### src/rtl/prescaled_reload_timer.sv
module prescaled_reload_timer #(
  parameter int CW = 16,
  parameter int PW = 3,
  parameter logic [3:0] RUN_MODE = 4'b0001
) (
  input  logic          clk,
  input  logic          rst_n,
  input  logic          enable,
  input  logic          mode_hi,
  input  logic [2:0]    mode_lo,
  input  logic [PW-1:0] prescale,
  input  logic [CW-1:0] reload,
  input  logic          polarity,
  output logic          tmr_out,
  output logic          reload_pulse,
  output logic [CW-1:0] count
);
  localparam int DIVW = (1 << PW) - 1;

  logic [DIVW-1:0] presc;
  logic [PW-1:0]   ps_q;
  logic [DIVW:0]   span;
  logic [DIVW-1:0] limit;
  logic            run, tick, at_top;

  assign run    = enable && ({mode_hi, mode_lo} == RUN_MODE);
  assign span   = {{DIVW{1'b0}}, 1'b1} << ps_q;
  assign limit  = DIVW'(span - 1'b1);
  assign tick   = run && (presc == limit);
  assign at_top = (count == reload);

  always_ff @(posedge clk) begin
    if (!rst_n) begin
      count        <= CW'(1);
      presc        <= '0;
      ps_q         <= '0;
      tmr_out      <= 1'b0;
      reload_pulse <= 1'b0;
    end else begin
      reload_pulse <= 1'b0;
      if (!run) begin
        presc <= '0;
        ps_q  <= prescale;
        if (!enable) tmr_out <= polarity;
      end else if (tick) begin
        presc <= '0;
        ps_q  <= prescale;
        if (at_top) begin
          count        <= CW'(1);
          tmr_out      <= ~tmr_out;
          reload_pulse <= 1'b1;
        end else begin
          count <= count + 1'b1;
        end
      end else begin
        presc <= presc + 1'b1;
      end
    end
  end
endmodule

### config.mk
export PLATFORM = sky130hd
export DESIGN_NAME = prescaled_reload_timer
export DESIGN_NICKNAME = d
export VERILOG_FILES = /design/src/rtl/prescaled_reload_timer.sv
export SDC_FILE = /design/constraint.sdc
export NUM_CORES = 1
export LEC_CHECK = 0
export BUFFER_PORTS_ARGS = -buffer_cell sky130_fd_sc_hd__buf_2
export CORE_MARGIN = 8
export CORE_UTILIZATION = 53
export DETAILED_ROUTE_END_ITERATION = 6
export GPL_ROUTABILITY_DRIVEN = 0
export PLACE_DENSITY = 0.89
export SLEW_MARGIN = 20
export SYNTH_ARGS = -nofsm -noshare
export SYNTH_HDL_FRONTEND = slang
export SYNTH_SLANG_ARGS = --single-unit
### constraint.sdc
create_clock -name clk -period 2.4 [get_ports clk]
set_input_delay 0.36 -clock clk [delete_from_list [all_inputs] [get_ports clk]]
set_output_delay 0.36 -clock clk [all_outputs]
set_load 0.01 [all_outputs]
==> Word-level counts from Yosys, hierarchy flattened <==
Index checks and enable logic that the tools add are counted.
{ "op_classes": {"bitwise_logic": 3, "muxes": 8, "n_shift": 1, "add_sub_neg": 3, "eq_ne": 6, "reduce_logical": 6} }
{ "op_table": {"columns": ["cell", "count"], "rows": [
  ["16-bit by 1-bit adder with 16-bit output, second input constant", 1],
  ["16-bit equality test", 1],
  ["16-bit 2-to-1 mux", 1],
  ["7-bit by 1-bit adder with 7-bit output, second input constant", 1],
  ["7-bit equality test", 1],
  ["1-bit by 3-bit left shift with 7-bit output, first input constant", 1],
  ["7-bit by 1-bit subtractor with 7-bit output, second input constant", 1],
  ["3-bit 2-to-1 mux", 2],
  ["2-bit by 1-bit != test with 1-bit output, second input constant", 3],
  ["3-bit AND reduction", 2],
  ["1-bit 2-to-1 mux", 5],
  ["4-bit by 1-bit equality test with 1-bit output, second input constant", 1],
  ["1-bit inverter", 3],
  ["3-bit OR reduction", 1],
  ["1-bit logical AND", 2],
  ["2-bit AND reduction", 1]
]} }
{ "word_totals": {"elab_cells": 32, "register_bits": 28} }

==> Depth between registers and ports, before layout <==
Gate-level depths: netlist (run 1).
{ "logic_depth": {"ltp_word": 6, "mapped_depth": 9, "ltp_nobuf": 5} }

==> Least setup slack after synthesis (run 1) <==
No wires, ideal clock.
{ "synth_path": {"path_type": "flip-flop to flip-flop", "start": "register ps_q[2]", "end": "register count[7]", "required_time_ps": 2330, "t_arrival_ps": 2015, "synth_period_minus_slack_ps": 2085, "stages_incl_launch_ff": 9, "path_buffers": 3, "path_slack_ps": 315, "path_cell_list": "dfxtp_1 -> buf_6 -> or4_4 -> o21ai_4 -> o21ai_2 -> buf_6 -> buf_6 -> or4_1 -> a21oi_1"} }
{ "synth_between": {"elab_chain_len": 5} }
{ "synth_lines": {"columns": ["item", "line_no", "source"], "rows": [
  ["from (decl)", "21", "logic [PW-1:0] ps_q;"],
  ["from (signal assigned)", "43", "ps_q <= prescale;"],
  ["from (signal assigned)", "47", "ps_q <= prescale;"],
  ["1-bit by 3-bit left shift with 7-bit output", "27", "assign span = {{DIVW{1'b0}}, 1'b1} << ps_q;"],
  ["7-bit by 1-bit subtractor with 7-bit output", "28", "assign limit = DIVW'(span - 1'b1);"],
  ["7-bit equality test", "29", "assign tick = run && (presc == limit);"],
  ["1-bit logical AND", "29", null],
  ["2-bit AND reduction (no source line)", null, null],
  ["to (signal assigned)", "53", "count <= count + 1'b1;"],
  ["to (decl)", "16", "output logic [CW-1:0] count"]
]} }
No other way between the ends.
A chain may end at the register's enable or synchronous reset.

==> Final worst setup path (run 1) <==
{ "layout_path": {"start": "register presc[5]", "end": "register count[0]"} }
{ "layout_between": {"elab_chain_len": 3} }
{ "layout_lines": {"columns": ["item", "line_no", "source"], "rows": [
  ["from (decl)", "20", "logic [DIVW-1:0] presc;"],
  ["from (signal assigned)", "56", "presc <= presc + 1'b1;"],
  ["7-bit equality test", "29", null],
  ["1-bit logical AND", "29", null],
  ["2-bit AND reduction (no source line)", null, null]
]} }
No other way between the ends.

==> results of run 1 <==
## Yosys cell counts, drive strengths merged
master / instances
dfxtp: 28
xor2: 18
a21oi: 16
nand2: 15
o31ai: 14
or4: 14
nand3: 9
and3: 7
nand4: 7
nor4: 7
buf: 6
clkbuf: 6
nor2: 6
and4: 5
and2: 3
inv: 3
mux2i: 3
nor3: 3
o2111ai: 3
o21ai: 3
xnor2: 3
ha: 2
nor2b: 2
o22ai: 2
o2bb2ai: 2
o41ai: 2
or3: 2
a21boi: 1
a31o: 1
a41oi: 1
nand2b: 1
nand4b: 1
nor3b: 1
nor4b: 1
o211ai: 1
o21a: 1
o21ba: 1
o221ai: 1
o22a: 1
o31a: 1
or2: 1
## layer usage
metal / share of wire (%) / GRT usage (%)
met5: 0 / 0
met4: 1.6 / 8.87
met3: 4.1 / 1.91
met2: 48 / 26.5
met1: 46 / 21.4
## logic make-up (layout without fill, tap and decap cells)
kind of cell | Yosys count | count (layout) | share of synthesized area (%)
simple gates | 85 | 85 | 28.7
buf+inv | 15 | 57 | 5.00
fa+ha+maj | 2 | 2 | 1.41
mux | 3 | 3 | 1.69
xor+xnor | 21 | 21 | 10.3
flops | 28 | 28 | 31.5
compound gates | 51 | 51 | 21.3
## flip-flops by register name, summed over array words and instances, names as in the netlist
name	cells
count	16
presc	7
ps_q	3
reload_pulse	1
tmr_out	1
## critical path, cell delays in order, from the launching register on
cell and delay, ps:
dfxtp_1 450, nand2b_1 70, and3_1 240, o21ai_4 550, o41ai_2 140, buf_4 210
or3_1 360
## worst paths after layout
| path | startpoint | endpoint | slack [ps] | cells past startpoint |
|---|---|---|---|---|
| hold reg to reg | count[15] | count[15] | 530 | 2 |
| setup reg to reg | presc[5] | count[0] | 260 | 6 |
| hold / removal | prescale[0] | ps_q[0] | 240 | 3 |
| setup / recovery | presc[5] | count[0] | 260 | 6 |
## layout make-up
type	instances	area [sq um]
Fill cell	292	1200
Multi-Input combinational cell	162	1140
Sequential cell	28	561
Timing Repair Buffer	51	285
Tap cell	46	57.6
Clock buffer	3	22.5
Inverter	3	11.3
## through the flow
| stage | utilization [%] | worst slack (ps) |
|---|---|---|
| floorplan | - | 315 |
| global placement | 62.4 | 145 |
| detailed placement | 62.4 | 73.6 |
| CTS | 63.1 | 54.3 |
| global route | 63.3 | 129 |
| finish | 63.3 | 262 |
## repair_timing
action | 4_1_cts | 5_1_grt
gates resized for setup | 0 | 1
hold buffers | 0 | 0
setup endpoints to repair | 0 | 2
## power by group through the flow
stage / Sequential, W / Combinational, W / Clock, W
after floorplan: 0.000483 / 0.0000856 / 0
after global placement: 0.000483 / 0.000122 / 0
after detailed placement: 0.000484 / 0.000125 / 0
after CTS: 0.000474 / 0.000126 / 0.000207
after global routing: 0.000474 / 0.000140 / 0.000219
final: 0.000474 / 0.000129 / 0.000202
==> results.sh, run 1 <==
export IMPL_synth_largest_area_cell="dfxtp_1"
export IMPL_cp_end_kind="flip-flop"
export IMPL_dp_cells=290
export IMPL_vias=1776
export IMPL_power_share_switching_pct=27.7
export IMPL_comb_power_share_pct=16.0
export IMPL_p_total_w=0.000805
export IMPL_port_buffers=44
export IMPL_diodes=0
export IMPL_htree_levels=1
export IMPL_status="finished, final reports clean"
export IMPL_cts_reportedPaths_clkPinSlew_ps=150
export IMPL_grt_overflow_total=0
export IMPL_grt_pass1_vias=1643
export IMPL_syn_nets=234
export IMPL_synth_distinct_cells=47
export IMPL_numCtsBuffers=3
export IMPL_drv_slew=0
export IMPL_clk_latency_ps=340
export IMPL_fin_crit_ps=2140
export IMPL_initial_utilization_pct=54.1
export IMPL_drt_first_pass_iters=4
export IMPL_cp_required_ps=2640
export IMPL_postLayoutCellArea_sq_um=2080
export IMPL_cts_root_buf="clkbuf_4"
export IMPL_wire_per_inst_microns=15.2
export IMPL_grt_max_degree=36
export IMPL_coreArea_sq_um=3280
export IMPL_arrival_ps=2380
export IMPL_hold_viol_final=0
export IMPL_ios=45
export IMPL_area_delta_synth_final_pct=17.0
export IMPL_cts_setup_buffers=0
export IMPL_critPathKind="reg2reg"
export IMPL_drc=0
export IMPL_detail_route_iter0_violations=97
export IMPL_syn_cell_area_sq_um=1780
export IMPL_final_common_cell="buf_2"
export IMPL_antenna_left=0
export IMPL_synth_top_area_share_pct=31.5
export IMPL_drive_above_1_share_pct=25.9
export IMPL_grt_antenna_before_repair=0
export IMPL_place_hpwl_mm=3.38
export IMPL_worstSetupStartpointType="flip-flop"
export IMPL_worst_pin_slew_ps=664
export IMPL_hold_path_class="in2reg"
export IMPL_rsz0062_at_grt="false"
export IMPL_clkSinkCount=28
export IMPL_finalSetupViolations=0
export IMPL_cts_buffer_depth=2
export IMPL_fp_dieArea_sq_um=5460
export IMPL_fp_row_count=21
export IMPL_placed_area_sq_um=2050
export IMPL_max_freq_mhz=468
export IMPL_synthTopCellsByArea="dfxtp_1 32%, xor2_1 8.9%, o31ai_1 5.9%"
export IMPL_power_density_nw_per_um2=387
export IMPL_leakage_nw=0.824
export IMPL_clock_power_share_pct=25.1
export IMPL_final_cell_mix="44 x buf_2, 28 x dfxtp_1, 18 x xor2_1, 16 x a21oi_1, 15 x nand2_1"
export IMPL_grt_usage_pct=16.7
export IMPL_routed_via_density=6.06
export IMPL_p_sw_w=0.000223
export IMPL_whs_ps=243
export IMPL_fin_nets=278
export IMPL_drt_wl_total_mm=4.45
export IMPL_die_x_microns=73.9
export IMPL_relSlewSlack_pct=55.6
export IMPL_synth_cells=205
export IMPL_skew_ps=2.00
export IMPL_yosys_register_bits=28
export IMPL_avgSynthCellArea_sq_um=8.67
export IMPL_synth_seq_area_share_pct=31.5
export IMPL_crit_fanout=29
export IMPL_fp_dieH_microns=73.9
export IMPL_max_cap_violations=0
export IMPL_grt_first_pass_wirelength_mm=7.33
export IMPL_min_period_over_period_pct=89.1
export IMPL_yosysWarnings=0
export IMPL_final_cell_count_no_fill=293
export IMPL_tritoncts="done"
export IMPL_ir_worst_vdd_uv=318
export IMPL_tns_ps=0
export IMPL_internal_power_w=0.000582
export IMPL_seq_power_share_pct=58.9
No activity file was read; power rests on OpenSTA's default activity.
==> run 2: changes to the inputs <==
--- a/config.mk
+++ b/config.mk
@@ -7,10 +7,10 @@
 export LEC_CHECK = 0
 export BUFFER_PORTS_ARGS = -buffer_cell sky130_fd_sc_hd__buf_2
 export CORE_MARGIN = 8
-export CORE_UTILIZATION = 53
+export CORE_UTILIZATION = 40
 export DETAILED_ROUTE_END_ITERATION = 6
 export GPL_ROUTABILITY_DRIVEN = 0
-export PLACE_DENSITY = 0.89
+export PLACE_DENSITY = 0.72
 export SLEW_MARGIN = 20
 export SYNTH_ARGS = -nofsm -noshare
 export SYNTH_HDL_FRONTEND = slang
==> run 2 against run 1 <==
Net effect:
- maximum frequency is 1.7% lower
- wire length grew 3.0%
- global-route usage down 3.4 points
- critical path type unchanged
- largest power group unchanged
==> results.sh, run 2 (same netlist as run 1, synthesis figures left out) <==
export IMPL_status="finished, final reports clean"
export IMPL_max_cap_violations=0
export IMPL_drive_above_1_share_pct=26.8
export IMPL_cts_setup_buffers=0
export IMPL_cpMaxStageDelayCell="nor4_1"
export IMPL_drc=0
export IMPL_final_cell_count_no_fill=302
export IMPL_skew_ps=7.06
export IMPL_detail_route_iter0_violations=109
export IMPL_cts_reportedPaths_clkPinSlew_ps=100
export IMPL_fp_dieArea_sq_um=6830
export IMPL_power_density_nw_per_um2=457
export IMPL_cts_root_buf="clkbuf_8"
export IMPL_port_buffers=44
export IMPL_r2r_slack_ps=230
export IMPL_antenna_left=0
export IMPL_grt_overflow_total=0
export IMPL_cp_end_kind="flip-flop"
export IMPL_n_fill_cell=461
export IMPL_crit_buf_inv=1
export IMPL_vias=1755
export IMPL_fp_dieH_microns=82.7
export IMPL_drt_first_pass_iters=4
export IMPL_largest_reg_flops=16
export IMPL_cp_required_ps=2570
export IMPL_hold_viol_final=0
export IMPL_ios=45
export IMPL_tns_ps=0
export IMPL_final_common_cell="buf_2"
export IMPL_grt_antenna_before_repair=0
export IMPL_cts_buffer_depth=2
export IMPL_cp_cell_sequence="xor2_1 > nor4_1 > nand4_1 > o41ai_2 > buf_4 > a21oi_1"
export IMPL_fin_crit_ps=2170
export IMPL_fin_nets=280
export IMPL_initial_utilization_pct=41.1
export IMPL_htree_levels=1
export IMPL_dp_cells=298
export IMPL_drt_wl_total_mm=4.58
export IMPL_grt_usage_pct=13.3
export IMPL_top_regs="count (16), presc (7), ps_q (3)"
export IMPL_wire_per_inst_microns=15.2
export IMPL_area_delta_synth_final_pct=21.0
export IMPL_finalSetupViolations=0
export IMPL_leakage_nw=0.855
export IMPL_coreArea_sq_um=4320
export IMPL_diodes=0
export IMPL_grt_first_pass_wirelength_mm=7.30
export IMPL_slowest_delay_ps=540
export IMPL_regMostFlops="count"
export IMPL_cts_hold_buf=0
export IMPL_path_delay_family="simple AND/OR/NAND/NOR gates"
export IMPL_place_hpwl_mm=3.43
export IMPL_clk_latency_ps=280
export IMPL_clkSinkCount=28
export IMPL_ir_worst_vdd_uv=354
export IMPL_relSlewSlack_pct=55.5
export IMPL_p_total_w=0.000982
export IMPL_worstSetupStartpointType="flip-flop"
export IMPL_numCtsBuffers=3
export IMPL_max_freq_mhz=460
export IMPL_arrival_ps=2350
export IMPL_rsz0062_at_grt="false"
export IMPL_worst_pin_slew_ps=665
export IMPL_min_period_over_period_pct=90.6
export IMPL_drv_slew=0
export IMPL_fp_row_count=24
export IMPL_crit_fanout=15
export IMPL_grt_max_degree=36
export IMPL_hold_path_class="in2reg"
export IMPL_die_x_microns=82.7
export IMPL_tritoncts="done"
export IMPL_grt_pass1_vias=1582
export IMPL_final_cell_mix="44 x buf_2, 28 x dfxtp_1, 18 x xor2_1, 16 x a21oi_1, 15 x nand2_1"
export IMPL_routed_via_density=5.81
export IMPL_critPathKind="reg2reg"
## run 2: cell types whose count changed in the layout (fill, tap and decap cells not counted), sizes merged
cell	previous run	this run
buf	51	53
bufinv	0	1
## run 2: routing by layer
| metal | track usage, % | vias up | share of wire, % |
|---|---|---|---|
| met5 | 0 | - | 0 |
| li1 | - | 882 | - |
| met1 | 17.2 | 836 | 47 |
| met2 | 21.4 | 35 | 48 |
| met3 | 3.14 | 2 | 4.7 |
| met4 | 3.79 | 0 | 0.83 |
## run 2: worst paths after layout
check        cells past startpoint   startpoint        to
min reg2reg                      1     presc[0]  presc[0]
max                              6    count[14]  count[5]
min                              3  prescale[0]   ps_q[0]
max reg2reg                      6    count[14]  count[5]
## run 2: final cells by class
cell class              count  area [sq um]  share of cell area (%)
flip-flops and latches     28           561                    26.1
clock inverters             1          30.0                    1.40
inverters                   3          11.3                   0.524
clock buffers               3          41.3                    1.92
well taps                  52          65.1                    3.03
repair buffers             53           300                    14.0
multi-input cells         162          1140                    53.1
## run 2: tightest hold or removal path, cell delays in order
cell     delay, ps
buf_2           90
nand2_1         50
mux2i_1         50
## run 2: stage by stage
step | setup slack, ps | hold WS, ps | area, sq um | utilization [%]
2_1_floorplan | 315 | 447 | 1780 | -
3_3_place_gp | 122 | 481 | 2070 | 47.9
3_5_place_dp | 67.5 | 492 | 2070 | 47.9
4_1_cts | 52.4 | 310 | 2140 | 49.6
5_1_grt | 142 | 318 | 2150 | 49.7
6_report | 226 | 309 | 2150 | 49.7
## run 2: repair_timing
action                     in CTS  in global routing
hold endpoints to repair        0                  0
resized for setup               0                  1
setup endpoints to repair       0                  1
## run 2: where the power goes
part | total, W | internal [W] | leakage, nW | switching, W
logic | 0.000130 | 0.0000540 | 0.593 | 0.0000758
registers | 0.000473 | 0.000468 | 0.226 | 0.00000449
clock network | 0.000380 | 0.000224 | 0.0357 | 0.000156
total | 0.000982 | 0.000746 | 0.855 | 0.000236
==> run 3: changes to the inputs <==
==> config.mk (replaced) <==
export PLATFORM = sky130hd
export DESIGN_NAME = prescaled_reload_timer
export DESIGN_NICKNAME = d
export VERILOG_FILES = /design/src/rtl/prescaled_reload_timer.sv
export SDC_FILE = /design/constraint.sdc
export NUM_CORES = 1
export LEC_CHECK = 0
export CORE_MARGIN = 8
export CORE_UTILIZATION = 35
export DETAILED_ROUTE_END_ITERATION = 6
export DONT_BUFFER_PORTS = 1
export GPL_ROUTABILITY_DRIVEN = 0
export PLACE_DENSITY = 0.58
export SYNTH_ARGS = -nofsm -noshare
export SYNTH_HDL_FRONTEND = slang
export SYNTH_SLANG_ARGS = --single-unit
==> run 3 against run 2 <==
Net effect:
- non-clock buffer count down 39
- design area fell by 7.4%
- clock power fell by 1%
- critical endpoint is now count[13]
- critical path type unchanged
- flip-flop and latch count unchanged
- largest cell class unchanged
- sequential power hardly changed
==> results.sh, run 3 (same netlist as run 1, synthesis figures left out) <==
export IMPL_rsz0062_at_grt="false"
export IMPL_leakage_nw=0.683
export IMPL_regMostFlops="count"
export IMPL_fp_row_count=26
export IMPL_worstSetupStartpointType="flip-flop"
export IMPL_cp_end_kind="flip-flop"
export IMPL_detail_route_iter0_violations=67
export IMPL_place_hpwl_mm=3.50
export IMPL_multi_input_area_sq_um=1140
export IMPL_drc=0
export IMPL_relSlewSlack_pct=55.7
export IMPL_diodes=0
export IMPL_final_common_cell="dfxtp_1"
export IMPL_grt_overflow_total=0
export IMPL_cts_hold_buf=0
export IMPL_drv_slew=0
export IMPL_fp_dieArea_sq_um=7620
export IMPL_initial_utilization_pct=35.5
export IMPL_arrival_ps=2320
export IMPL_grt_max_degree=36
export IMPL_worst_pin_slew_ps=662
export IMPL_max_freq_mhz=466
export IMPL_area_delta_synth_final_pct=12.0
export IMPL_tns_ps=0
export IMPL_numCtsBuffers=3
export IMPL_whs_ps=215
export IMPL_port_buffers=0
export IMPL_htree_levels=1
export IMPL_cts_root_buf="clkbuf_8"
export IMPL_post_cts_resized=0
export IMPL_drive_above_1_share_pct=13.3
export IMPL_grt_usage_pct=12.6
export IMPL_crit_fanout=8
export IMPL_wire_per_inst_microns=16.3
export IMPL_regArea_sq_um=561
export IMPL_ir_worst_vdd_uv=243
export IMPL_clkSinkCount=28
export IMPL_grt_pass1_vias=1591
export IMPL_fin_crit_ps=2150
export IMPL_min_period_over_period_pct=89.5
export IMPL_finalSetupViolations=0
export IMPL_vias=1602
export IMPL_largest_reg_flops=16
export IMPL_final_cell_mix="28 x dfxtp_1, 18 x xor2_1, 16 x a21oi_1, 15 x nand2_1, 14 x o31ai_1"
export IMPL_grt_first_pass_wirelength_mm=7.82
export IMPL_routed_via_density=5.70
export IMPL_cp_required_ps=2570
export IMPL_fp_dieH_microns=87.3
export IMPL_drt_wl_total_mm=4.59
export IMPL_critPathKind="reg2reg"
export IMPL_drt_first_pass_iters=4
export IMPL_grt_antenna_before_repair=0
export IMPL_ios=45
export IMPL_cts_setup_buffers=0
export IMPL_die_x_microns=87.3
export IMPL_n_fill_cell=528
export IMPL_skew_ps=10.7
export IMPL_status="finished, final reports clean"
export IMPL_antenna_left=0
export IMPL_fin_nets=241
export IMPL_cts_buffer_depth=2
export IMPL_tritoncts="done"
export IMPL_top_regs="count (16), presc (7), ps_q (3)"
export IMPL_coreArea_sq_um=5010
export IMPL_cts_reportedPaths_clkPinSlew_ps=100
export IMPL_clk_latency_ps=280
export IMPL_power_density_nw_per_um2=479
export IMPL_max_cap_violations=0
export IMPL_hold_viol_final=0
export IMPL_hold_path_class="in2reg"
-- run 3: changes by cell type in the layout (fill, tap and decap cells not counted) --
| cell | change |
|---|---|
| buf_4 | +5 |
| buf_2 | -44 |
-- run 3: final cells by class --
| cell class | count | share of cell area, % |
|---|---|---|
| Inverter | 3 | 0.566 |
| Tap cell | 70 | 4.40 |
| Timing Repair Buffer | 14 | 5.91 |
| Multi-Input combinational cell | 162 | 57.4 |
| Clock inverter | 1 | 1.51 |
| Clock buffer | 3 | 2.07 |
| Sequential cell | 28 | 28.2 |
-- run 3: stage by stage --
stage,util [%],area (sq um),std cells,total power [W],worst slack [ps]
after floorplan,-,1780,205,0.000569,315
after global placement,38.2,1910,277,0.000585,124
after detailed placement,38.2,1910,277,0.000587,84.1
after CTS,39.6,1980,281,0.000958,75.0
after global routing,39.7,1990,281,0.000989,109
final,39.7,1990,281,0.000953,253
-- run 3: power breakdown --
part	switching (W)	internal, W	total (W)
Sequential	0.00000499	0.000468	0.000473
Combinational	0.0000634	0.0000410	0.000104
Clock	0.000152	0.000223	0.000376
Total	0.000221	0.000733	0.000953
-- run 3: final timing paths --
check / to / startpoint / cells past startpoint / slack, ps
max: count[13] / count[12] / 6 / 250
min: ps_q[0] / prescale[0] / 2 / 210
max reg2reg: count[13] / count[12] / 6 / 250
min reg2reg: presc[0] / presc[0] / 1 / 530
-- run 3: worst max-delay path: stages, from the launching register on --
cell and delay (ps):
dfxtp_1 540, xor2_1 120, nor4_1 440, nand4_1 250, o41ai_2 420, buf_4 220, a21oi_1 50
-- run 3: metal layers --
layer | up-vias | GRT usage (%) | wire length (microns)
li1 | 809 | - | -
met1 | 759 | 14.5 | 2080
met2 | 32 | 22.0 | 2200
met3 | 2 | 3.21 | 264
met4 | 0 | 4.06 | 41
met5 | - | 0 | 0
